==> config.mk <==
export PLATFORM = sky130hd
export DESIGN_NAME = lifo_regstack
export DESIGN_NICKNAME = d
export VERILOG_FILES = /design/src/rtl/lifo_pkg.sv /design/src/rtl/lifo_sp_ctrl.sv /design/src/rtl/lifo_regfile.sv /design/src/rtl/lifo_regstack.sv
export SDC_FILE = /design/constraint.sdc
export NUM_CORES = 1
export LEC_CHECK = 0
export ABC_CLOCK_PERIOD_IN_PS = 4300
export BUFFER_PORTS_ARGS = -buffer_cell sky130_fd_sc_hd__buf_2
export CORE_MARGIN = 5
export CORE_UTILIZATION = 40
export CTS_CLUSTER_SIZE = 20
export DETAILED_ROUTE_END_ITERATION = 7
export HOLD_SLACK_MARGIN = 0.12
export MAX_ROUTING_LAYER = met4
export PLACE_DENSITY = 0.55
export SLEW_MARGIN = 20
export SYNTH_ARGS = -nofsm -noshare
export SYNTH_HDL_FRONTEND = slang
export SYNTH_SLANG_ARGS = --single-unit
export TNS_END_PERCENT = 50
==> constraint.sdc <==
create_clock -name clk -period 4.3 [get_ports clk]
set_input_delay 0.215 -clock clk [delete_from_list [all_inputs] [get_ports clk]]
set_output_delay 0.215 -clock clk [all_outputs]
set_load 0.02 [all_outputs]
==> src/rtl/lifo_pkg.sv <==
package lifo_pkg;

    typedef enum logic [1:0] {
        STK_IDLE = 2'd0,
        STK_PUSH = 2'd1,
        STK_POP  = 2'd2
    } stk_op_e;

    // Push wins over pop; a request against a full or empty stack is dropped.
    function automatic stk_op_e pick_op(input logic push, input logic pop,
                                        input logic full, input logic empty);
        stk_op_e op;
        op = STK_IDLE;
        if (push) begin
            if (!full) op = STK_PUSH;
        end else if (pop && !empty) begin
            op = STK_POP;
        end
        return op;
    endfunction

endpackage

==> src/rtl/lifo_sp_ctrl.sv <==
module lifo_sp_ctrl
    import lifo_pkg::*;
#(
    parameter int ADDR_W = 6
) (
    input  logic              clk,
    input  logic              rst_n,
    input  stk_op_e           op_i,
    output logic [ADDR_W-1:0] sp_o,
    output logic [ADDR_W-1:0] wr_addr_o,
    output logic              full_o,
    output logic              empty_o
);

    typedef struct packed {
        logic [ADDR_W-1:0] sp;
        logic              full;
        logic              empty;
    } ptr_state_t;

    ptr_state_t state_d, state_q;
    logic [ADDR_W-1:0] sp_inc, sp_dec;

    always_comb begin
        sp_inc  = state_q.sp + ADDR_W'(1);
        sp_dec  = state_q.sp - ADDR_W'(1);
        state_d = state_q;
        case (op_i)
            STK_PUSH: begin
                state_d.sp    = sp_inc;
                state_d.full  = (sp_inc == '0);
                state_d.empty = 1'b0;
            end
            STK_POP: begin
                state_d.sp    = sp_dec;
                state_d.empty = (sp_dec == '0);
                state_d.full  = 1'b0;
            end
            default: ;
        endcase
    end

    always_ff @(posedge clk) begin
        if (!rst_n) begin
            state_q.sp    <= '0;
            state_q.full  <= 1'b0;
            state_q.empty <= 1'b1;
        end else begin
            state_q <= state_d;
        end
    end

    assign sp_o      = state_q.sp;
    assign wr_addr_o = sp_inc;
    assign full_o    = state_q.full;
    assign empty_o   = state_q.empty;


    flags_exclusive_chk: assert property (@(posedge clk) disable iff (!rst_n)
        !(full_o && empty_o));


    flag_at_zero_chk: assert property (@(posedge clk) disable iff (!rst_n)
        (full_o || empty_o) |-> (sp_o == '0));


    push_advance_chk: assert property (@(posedge clk) disable iff (!rst_n)
        (op_i == STK_PUSH) |=> (sp_o == ADDR_W'($past(sp_o) + ADDR_W'(1))) && !empty_o);


    pop_retreat_chk: assert property (@(posedge clk) disable iff (!rst_n)
        (op_i == STK_POP) |=> (sp_o == ADDR_W'($past(sp_o) - ADDR_W'(1))) && !full_o);


    idle_hold_chk: assert property (@(posedge clk) disable iff (!rst_n)
        (op_i == STK_IDLE) |=> $stable(sp_o) && $stable(full_o) && $stable(empty_o));

endmodule

==> src/rtl/lifo_regfile.sv <==
module lifo_regfile #(
    parameter int DATA_W = 16,
    parameter int ADDR_W = 6
) (
    input  logic              clk,
    input  logic              we_i,
    input  logic [ADDR_W-1:0] waddr_i,
    input  logic [DATA_W-1:0] wdata_i,
    input  logic [ADDR_W-1:0] raddr_i,
    output logic [DATA_W-1:0] rdata_o
);

    localparam int DEPTH = 1 << ADDR_W;

    logic [DATA_W-1:0] row_q [DEPTH];

    for (genvar g = 0; g < DEPTH; g++) begin : g_row
        logic [DATA_W-1:0] row_d;

        always_comb begin
            row_d = row_q[g];
            if (we_i && (waddr_i == ADDR_W'(g))) row_d = wdata_i;
        end

        always_ff @(posedge clk) begin
            row_q[g] <= row_d;
        end
    end

    assign rdata_o = row_q[raddr_i];

endmodule

==> src/rtl/lifo_regstack.sv <==
module lifo_regstack
    import lifo_pkg::*;
#(
    parameter int DATA_W = 16,
    parameter int ADDR_W = 6
) (
    input  logic              clk,
    input  logic              rst_n,
    input  logic              push_i,
    input  logic              pop_i,
    input  logic [DATA_W-1:0] din_i,
    output logic [DATA_W-1:0] dout_o,
    output logic              full_o,
    output logic              empty_o
);

    stk_op_e           op;
    logic [ADDR_W-1:0] sp, wr_addr;
    logic [DATA_W-1:0] top_word;
    logic [DATA_W-1:0] dout_d, dout_q;

    assign op = pick_op(push_i, pop_i, full_o, empty_o);

    lifo_sp_ctrl #(.ADDR_W(ADDR_W)) i_sp_ctrl (
        .clk       (clk),
        .rst_n     (rst_n),
        .op_i      (op),
        .sp_o      (sp),
        .wr_addr_o (wr_addr),
        .full_o    (full_o),
        .empty_o   (empty_o)
    );

    lifo_regfile #(.DATA_W(DATA_W), .ADDR_W(ADDR_W)) i_regfile (
        .clk     (clk),
        .we_i    (op == STK_PUSH),
        .waddr_i (wr_addr),
        .wdata_i (din_i),
        .raddr_i (sp),
        .rdata_o (top_word)
    );

    always_comb begin
        dout_d = dout_q;
        if (op == STK_POP) dout_d = top_word;
    end

    always_ff @(posedge clk) begin
        if (!rst_n) dout_q <= '0;
        else        dout_q <= dout_d;
    end

    assign dout_o = dout_q;


    dout_hold_chk: assert property (@(posedge clk) disable iff (!rst_n)
        !(pop_i && !push_i && !empty_o) |=> $stable(dout_o));


    underflow_ignored_chk: assert property (@(posedge clk) disable iff (!rst_n)
        (pop_i && !push_i && empty_o) |=> empty_o && !full_o && $stable(dout_o));


    no_overflow_chk: assert property (@(posedge clk) disable iff (!rst_n)
        (push_i && full_o) |=> full_o && !empty_o);


    push_wins_chk: assert property (@(posedge clk) disable iff (!rst_n)
        (push_i && pop_i && !full_o) |=> !empty_o && $stable(dout_o));

endmodule

# [After elaboration in Yosys (flattened, before gate mapping)]
# Memories as Yosys holds them, arrays and structs flattened. A register that Yosys moved wholly into a read port is not among the register bits.
# Cells that the tools add are included.
# W data, S select, Z words.
[word_totals] regBits=8 ram_bits=1024 input_bits=20 output_inout_bits=18 word_cells=525 n_memories=1
[memory_table] name="i_regfile.row_q" depth=64 width=16 read_ports=1 rd_ports_with_merged_regs=1 write_ports=1 line="lifo_regfile.sv:15" text="logic [DATA_W-1:0] row_q [DEPTH];"
[classes] add_sub_neg=2 eq_ne=129 muxes=257 reduce_logical=133
[ops] cell="$mux W16" count=127
[ops] cell="$reduce_or A16 Y1" count=63
[ops] cell="$mux W6" count=63
[ops] cell="$eq A6 B6 Y1 const B" count=32
[ops] cell="$eq A6 B5 Y1 const B" count=16
[ops] cell="$logic_and A1 B1 Y1" count=65
[ops] cell="$mux W1" count=64
[ops] cell="$ne A1 B1 Y1 const B" count=64
[ops] cell="$eq A6 B4 Y1 const B" count=8
[ops] cell="$eq A6 B3 Y1 const B" count=4
[ops] cell="$pmux W8 S2" count=1
[ops] cell="$eq A6 B2 Y1 const B" count=2
[ops] cell="$logic_not A6 Y1" count=2
[ops] cell="$add A6 B1 Y6 const B" count=1
[ops] cell="$eq A6 B1 Y1 const B" count=1
[ops] cell="$sub A6 B1 Y6 const B" count=1
[ops] cell="$mux W2" count=2
[ops] cell="$eq A2 B1 Y1 const B" count=1
[ops] cell="$eq A2 B2 Y1 const B" count=1
[ops] cell="$logic_not A1 Y1" count=2
[ops] cell="$reduce_bool A2 Y1" count=1

# [Longest topological paths before layout]
[logic_depth] depth_word=71 mapped_depth=10 mapped_depth_nobuf=6

# [Cells and area by module]
# From an unflattened synthesis, not the netlist that was laid out.
[hier_totals] hier_cells=1941 area_unflattened_um2=41114.4
[by_module_without_submodules] mod="lifo_regfile" instances=1 cells_each=1800 area_per_inst_um2=39840.7 seq_area_each_um2=30749.5
[by_module_without_submodules] mod="lifo_regstack" instances=1 cells_each=72 area_per_inst_um2=671.9 seq_area_each_um2=320.3
[by_module_without_submodules] mod="lifo_sp_ctrl" instances=1 cells_each=69 area_per_inst_um2=601.8 seq_area_each_um2=160.2

# [Worst setup path after synthesis]
# No wires, ideal clock.
[synth_path] path_kind="register to register" from="register i_sp_ctrl.sp_o[0] (netlist name)" to="memory i_regfile.row_q[34][0] (enable)" setup_ns=0.388 arrival_time_ns=2.464 required_ns=3.912 path_slack_ns=1.447 path_stages_with_launch=10 n_path_buf=4 synth_period_minus_slack_ns=2.853 cell_sequence="dfxtp_1 buf_4 buf_6 buf_6 nand3_1 or3_1 nand2_2 nand2_2 buf_2 nor2_1"
[synth_between] elab_chain_len=68 elab_cells_between_ends=382 cone_classes="1 x add/sub; 127 x eq/ne; 126 x mux; 128 x reduce/logical"
[synth_rtl] element="$add A6 B1 Y6 (*)" line="lifo_sp_ctrl.sv:25" text="sp_inc = state_q.sp + ADDR_W'(1);"
[synth_rtl] element="$eq A6 B1 Y1" line="lifo_regfile.sv:22" text="if (we_i && (waddr_i == ADDR_W'(g))) row_d = wdata_i;"
[synth_rtl] element="$logic_and A1 B1 Y1" line="lifo_regfile.sv:22"
[synth_rtl] element="$ne A1 B1 Y1 (no line)"
[synth_rtl] element="$reduce_or A16 Y1 (no line)"
[synth_rtl] element="$mux W6 (no line) / $mux W1 (equally long branches) (63 in series)"
[synth_rtl] element="end, declared" line="lifo_regfile.sv:15"
# Mark *: on every way between the ends. The rest lies on a longest branch, timed or not.

==> summary.md <==
| Metric | Value |
|---|---|
| Post-synthesis instance area | `40800 µm²` |
| Post-Syn Nets | `between 1500 and 2000` |
| Worst Path Required | `~4.9 ns` |
| Global route total overflow | `0` |
| CP max-delay cell | `nor4_1` |
| Antenna violations before repair | `10` |
| Crit path launch type | `flop` |
| First-pass DRT Iterations | `6` |
| Max incr delay on CP | `approximately 1.1 ns` |
| Worst EP arrival | `approximately 4.2 ns` |
| Post-DR wirelength/cell | `29.0 µm` |
| Post-CTS Setup Bufs | `0` |
| Vias per Instance | `5.64` |
| Worst hold stages | `2` |
| Worst-case reg-to-reg path depth | `6` |
| Yosys warns | `0` |
| Initial DRC count | `between 2000 and 2500` |
| Worst slew pin tran | `roughly 1.3 ns` |
| Clk_lat worst skew | `around 0.67 ns` |
| Synth async-reset ratio | `0%` |
| Family with the most delay on the worst path | `simple AND/OR/NAND/NOR gates` |
| Ranking of synthesized cells by area | `edfxtp_1 75%, mux4_2 11%, mux2i_1 3.1%, dfxtp_1 1.2%, mux2_2 1.1%` |
| Max VDD drop | `roughly 0.32 mV` |
| Multi-input gate area | `8880 µm²` |
| FF/Latch Area | `approximately 31000 µm²` |
| Post-Place Worst Slack | `0.903 ns` |
| Routed via count | `roughly 20000` |
| R2R setup slack | `approximately 0.76 ns` |
| Max Root-Sink Buffers | `3` |
| Core ar. | `between 100000 and 150000 µm²` |
| WS Path Type | `flop to flop` |
| Post-synth top cells | `1024 x edfxtp_1, 200 x mux4_2, 127 x mux2i_1` |
| Worst-path clk slew | `~0.060 ns` |
| RSZ-0062 raised after global routing | `no` |
| Post-synth EDFFs | `roughly 1000` |
| Vias in the first global route | `between 20000 and 25000` |
| CTS Sinks | `about 1000` |
| Worst path buffer plus inverter count | `1` |
| Num CTS Buffers | `around 110` |
| Pwr dens | `about 470 nW/µm²` |
| Starting Density | `around 40%` |
| Leak pwr | `14.5 nW` |
| Fill cells | `between 8000 and 9000` |
| HP Class | `primary input to flop` |
| CTS tree | `yes` |
| Chip height | `329 µm` |
| FF+latch count, synth | `approximately 1000` |
| Gr usage total | `roughly a fifth` |
| Worst setup EP type | `flop` |
| Final setup vio count | `0` |
| Sequential fraction of the synthesis area | `around 77%` |
| Final core occ | `45.7%` |
| Crit Path Max Fanout | `56` |
| H-tree levels | `3` |
| CTS resizes | `0` |
| Layout net count | `between 2000 and 2500` |
| FMAX | `283 MHz` |
| Minimum clock period | `roughly 3.5 ns` |
| Largest area contributor in the netlist | `edfxtp_1` |
| Global-route wire length before repair | `roughly 150000 µm` |
| Largest net degree at the start of global routing | `91` |
| Post-DRT Antenna Nets | `0` |
| Endpoint of the worst register-to-register path | `dout_o[7]` |
| Clock skew | `roughly 0.027 ns` |
| FF-to-FF Start | `i_sp_ctrl.sp_o[2]` |
| Die area | `about 110000 µm²` |
| CP Cell Sequence | `buf_4, mux4_2, mux2_2, o22ai_1, nor4_1, a211o_1` |
| DR DRC count | `0` |
| Row cnt | `117` |
| I/O pin cnt | `38` |
| Slew HR | `between 10% and 20%` |
| CTS Hold Buffers Added | `5` |
| Yosys cell types | `between 50 and 60` |
| Cells after Synth | `slightly below 2000` |
| Synth top area share | `between 70% and 80%` |
| Syn-to-layout area delta | `13.8%` |
| Fin crit share | `about 82%` |
| Clock Tree Root | `clkbuf_16` |
| Count of max-cap constraint violations | `0` |
| Setup TNS | `0 ns` |
| Critical path depth | `6` |
| Primary FF master, synth | `edfxtp_1` |
| Final Hold Vio Count | `0` |
| Post-detail-place hpwl | `60300 µm` |
| Hold worst-path end | `i_regfile.row_q[31][14]` |
| Hold wc startpoint | `din_i[14]` |
| WL final | `approximately 100000 µm` |
| Share of cells above drive strength 1 | `approximately a quarter` |
| GPL Wtd Cong | `roughly 0.86` |
| Syn_area_per_cell | `around 21 µm²` |
| IO buf count | `37` |
| Fin. max-slew vios | `0` |
| Status | `finished clean` |
| Die W | `329 µm` |
| Count leader, synth | `edfxtp_1` |
| Setup WS post-layout | `0.763 ns` |
==> logic make-up (layout without fill, tap and decap cells) <==
group / after synthesis / in the layout / synth area share, %
xor gates and xnor gates: 6 / 6 / 0.129
buffers and inverters: 119 / 357 / 1.71
muxes: 374 / 374 / 15.7
AOI/OAI and AO/OA: 177 / 177 / 3.14
adders and majority gates: 6 / 6 / 0.184
DFF: 1048 / 1048 / 76.6
and+or+nand+nor: 230 / 230 / 2.57
other: 0 / 2 / 0
==> placed cells by master, fill, tap and decap left out, drive strengths merged, types with 30 or more instances in the layout <==
| cell | n |
|---|---|
| clkbuf | 124 |
| nor2 | 78 |
| a21oi | 30 |
| buf | 148 |
| edfxtp | 1024 |
| clkinv | 62 |
| nand2 | 79 |
| mux2i | 127 |
| mux2 | 40 |
| mux4 | 207 |
==> area by class of cell <==
class | count | area share, %
sequential | 1048 | 67.3
multi-input combinational | 793 | 19.1
clock buffer | 124 | 6.04
tap | 1368 | 3.69
timing repair buffer | 153 | 2.44
clock inverter | 75 | 1.37
inverter | 5 | 0.0404
antenna | 2 | 0.0108
==> state kept, by name, summed over array words and instances, names as in the netlist <==
register and count:
dout_o 16, i_sp_ctrl.empty_o 1, i_sp_ctrl.full_o 1, i_sp_ctrl.sp_o 6, i_regfile.row_q 1024
==> worst max path at each step <==
stage	from	end	slack, ns
floorplan	i_sp_ctrl.sp_o[0]	i_regfile.row_q[34][0]	1.45
global placement	i_sp_ctrl.sp_o[2]	dout_o[7]	0.87
detailed placement	i_sp_ctrl.sp_o[2]	dout_o[7]	0.90
CTS	i_sp_ctrl.sp_o[2]	dout_o[7]	0.87
global route	i_sp_ctrl.sp_o[2]	dout_o[7]	0.83
finish	i_sp_ctrl.sp_o[2]	dout_o[7]	0.76
==> per-stage QoR <==
stage          std cells  hold slack, ns  power, W  cell area, µm²
2_1_floorplan       1960           0.306    0.0125           40800
3_3_place_gp        3362           0.512    0.0131           42900
3_5_place_dp        3362           0.502    0.0131           42900
4_1_cts             3566           0.220    0.0222           46400
5_1_grt             3567           0.250    0.0227           46400
6_report            3568           0.238    0.0220           46400
==> routing by layer <==
layer,GRT usage [%],part of all wire (%),up-vias
met5,-,0,-
met4,4.68,2.3,0
met3,3.94,7.7,152
met2,30.0,47,788
met1,27.6,43,10700
li1,-,-,8476
==> report_power, final <==
part	total, W	switching (W)	internal [W]
logic	0.00156	0.000955	0.000600
registers	0.0113	0.0000634	0.0113
clock network	0.00909	0.00379	0.00530
total	0.0220	0.00480	0.0172
No activity file was read; power rests on OpenSTA's default activity.
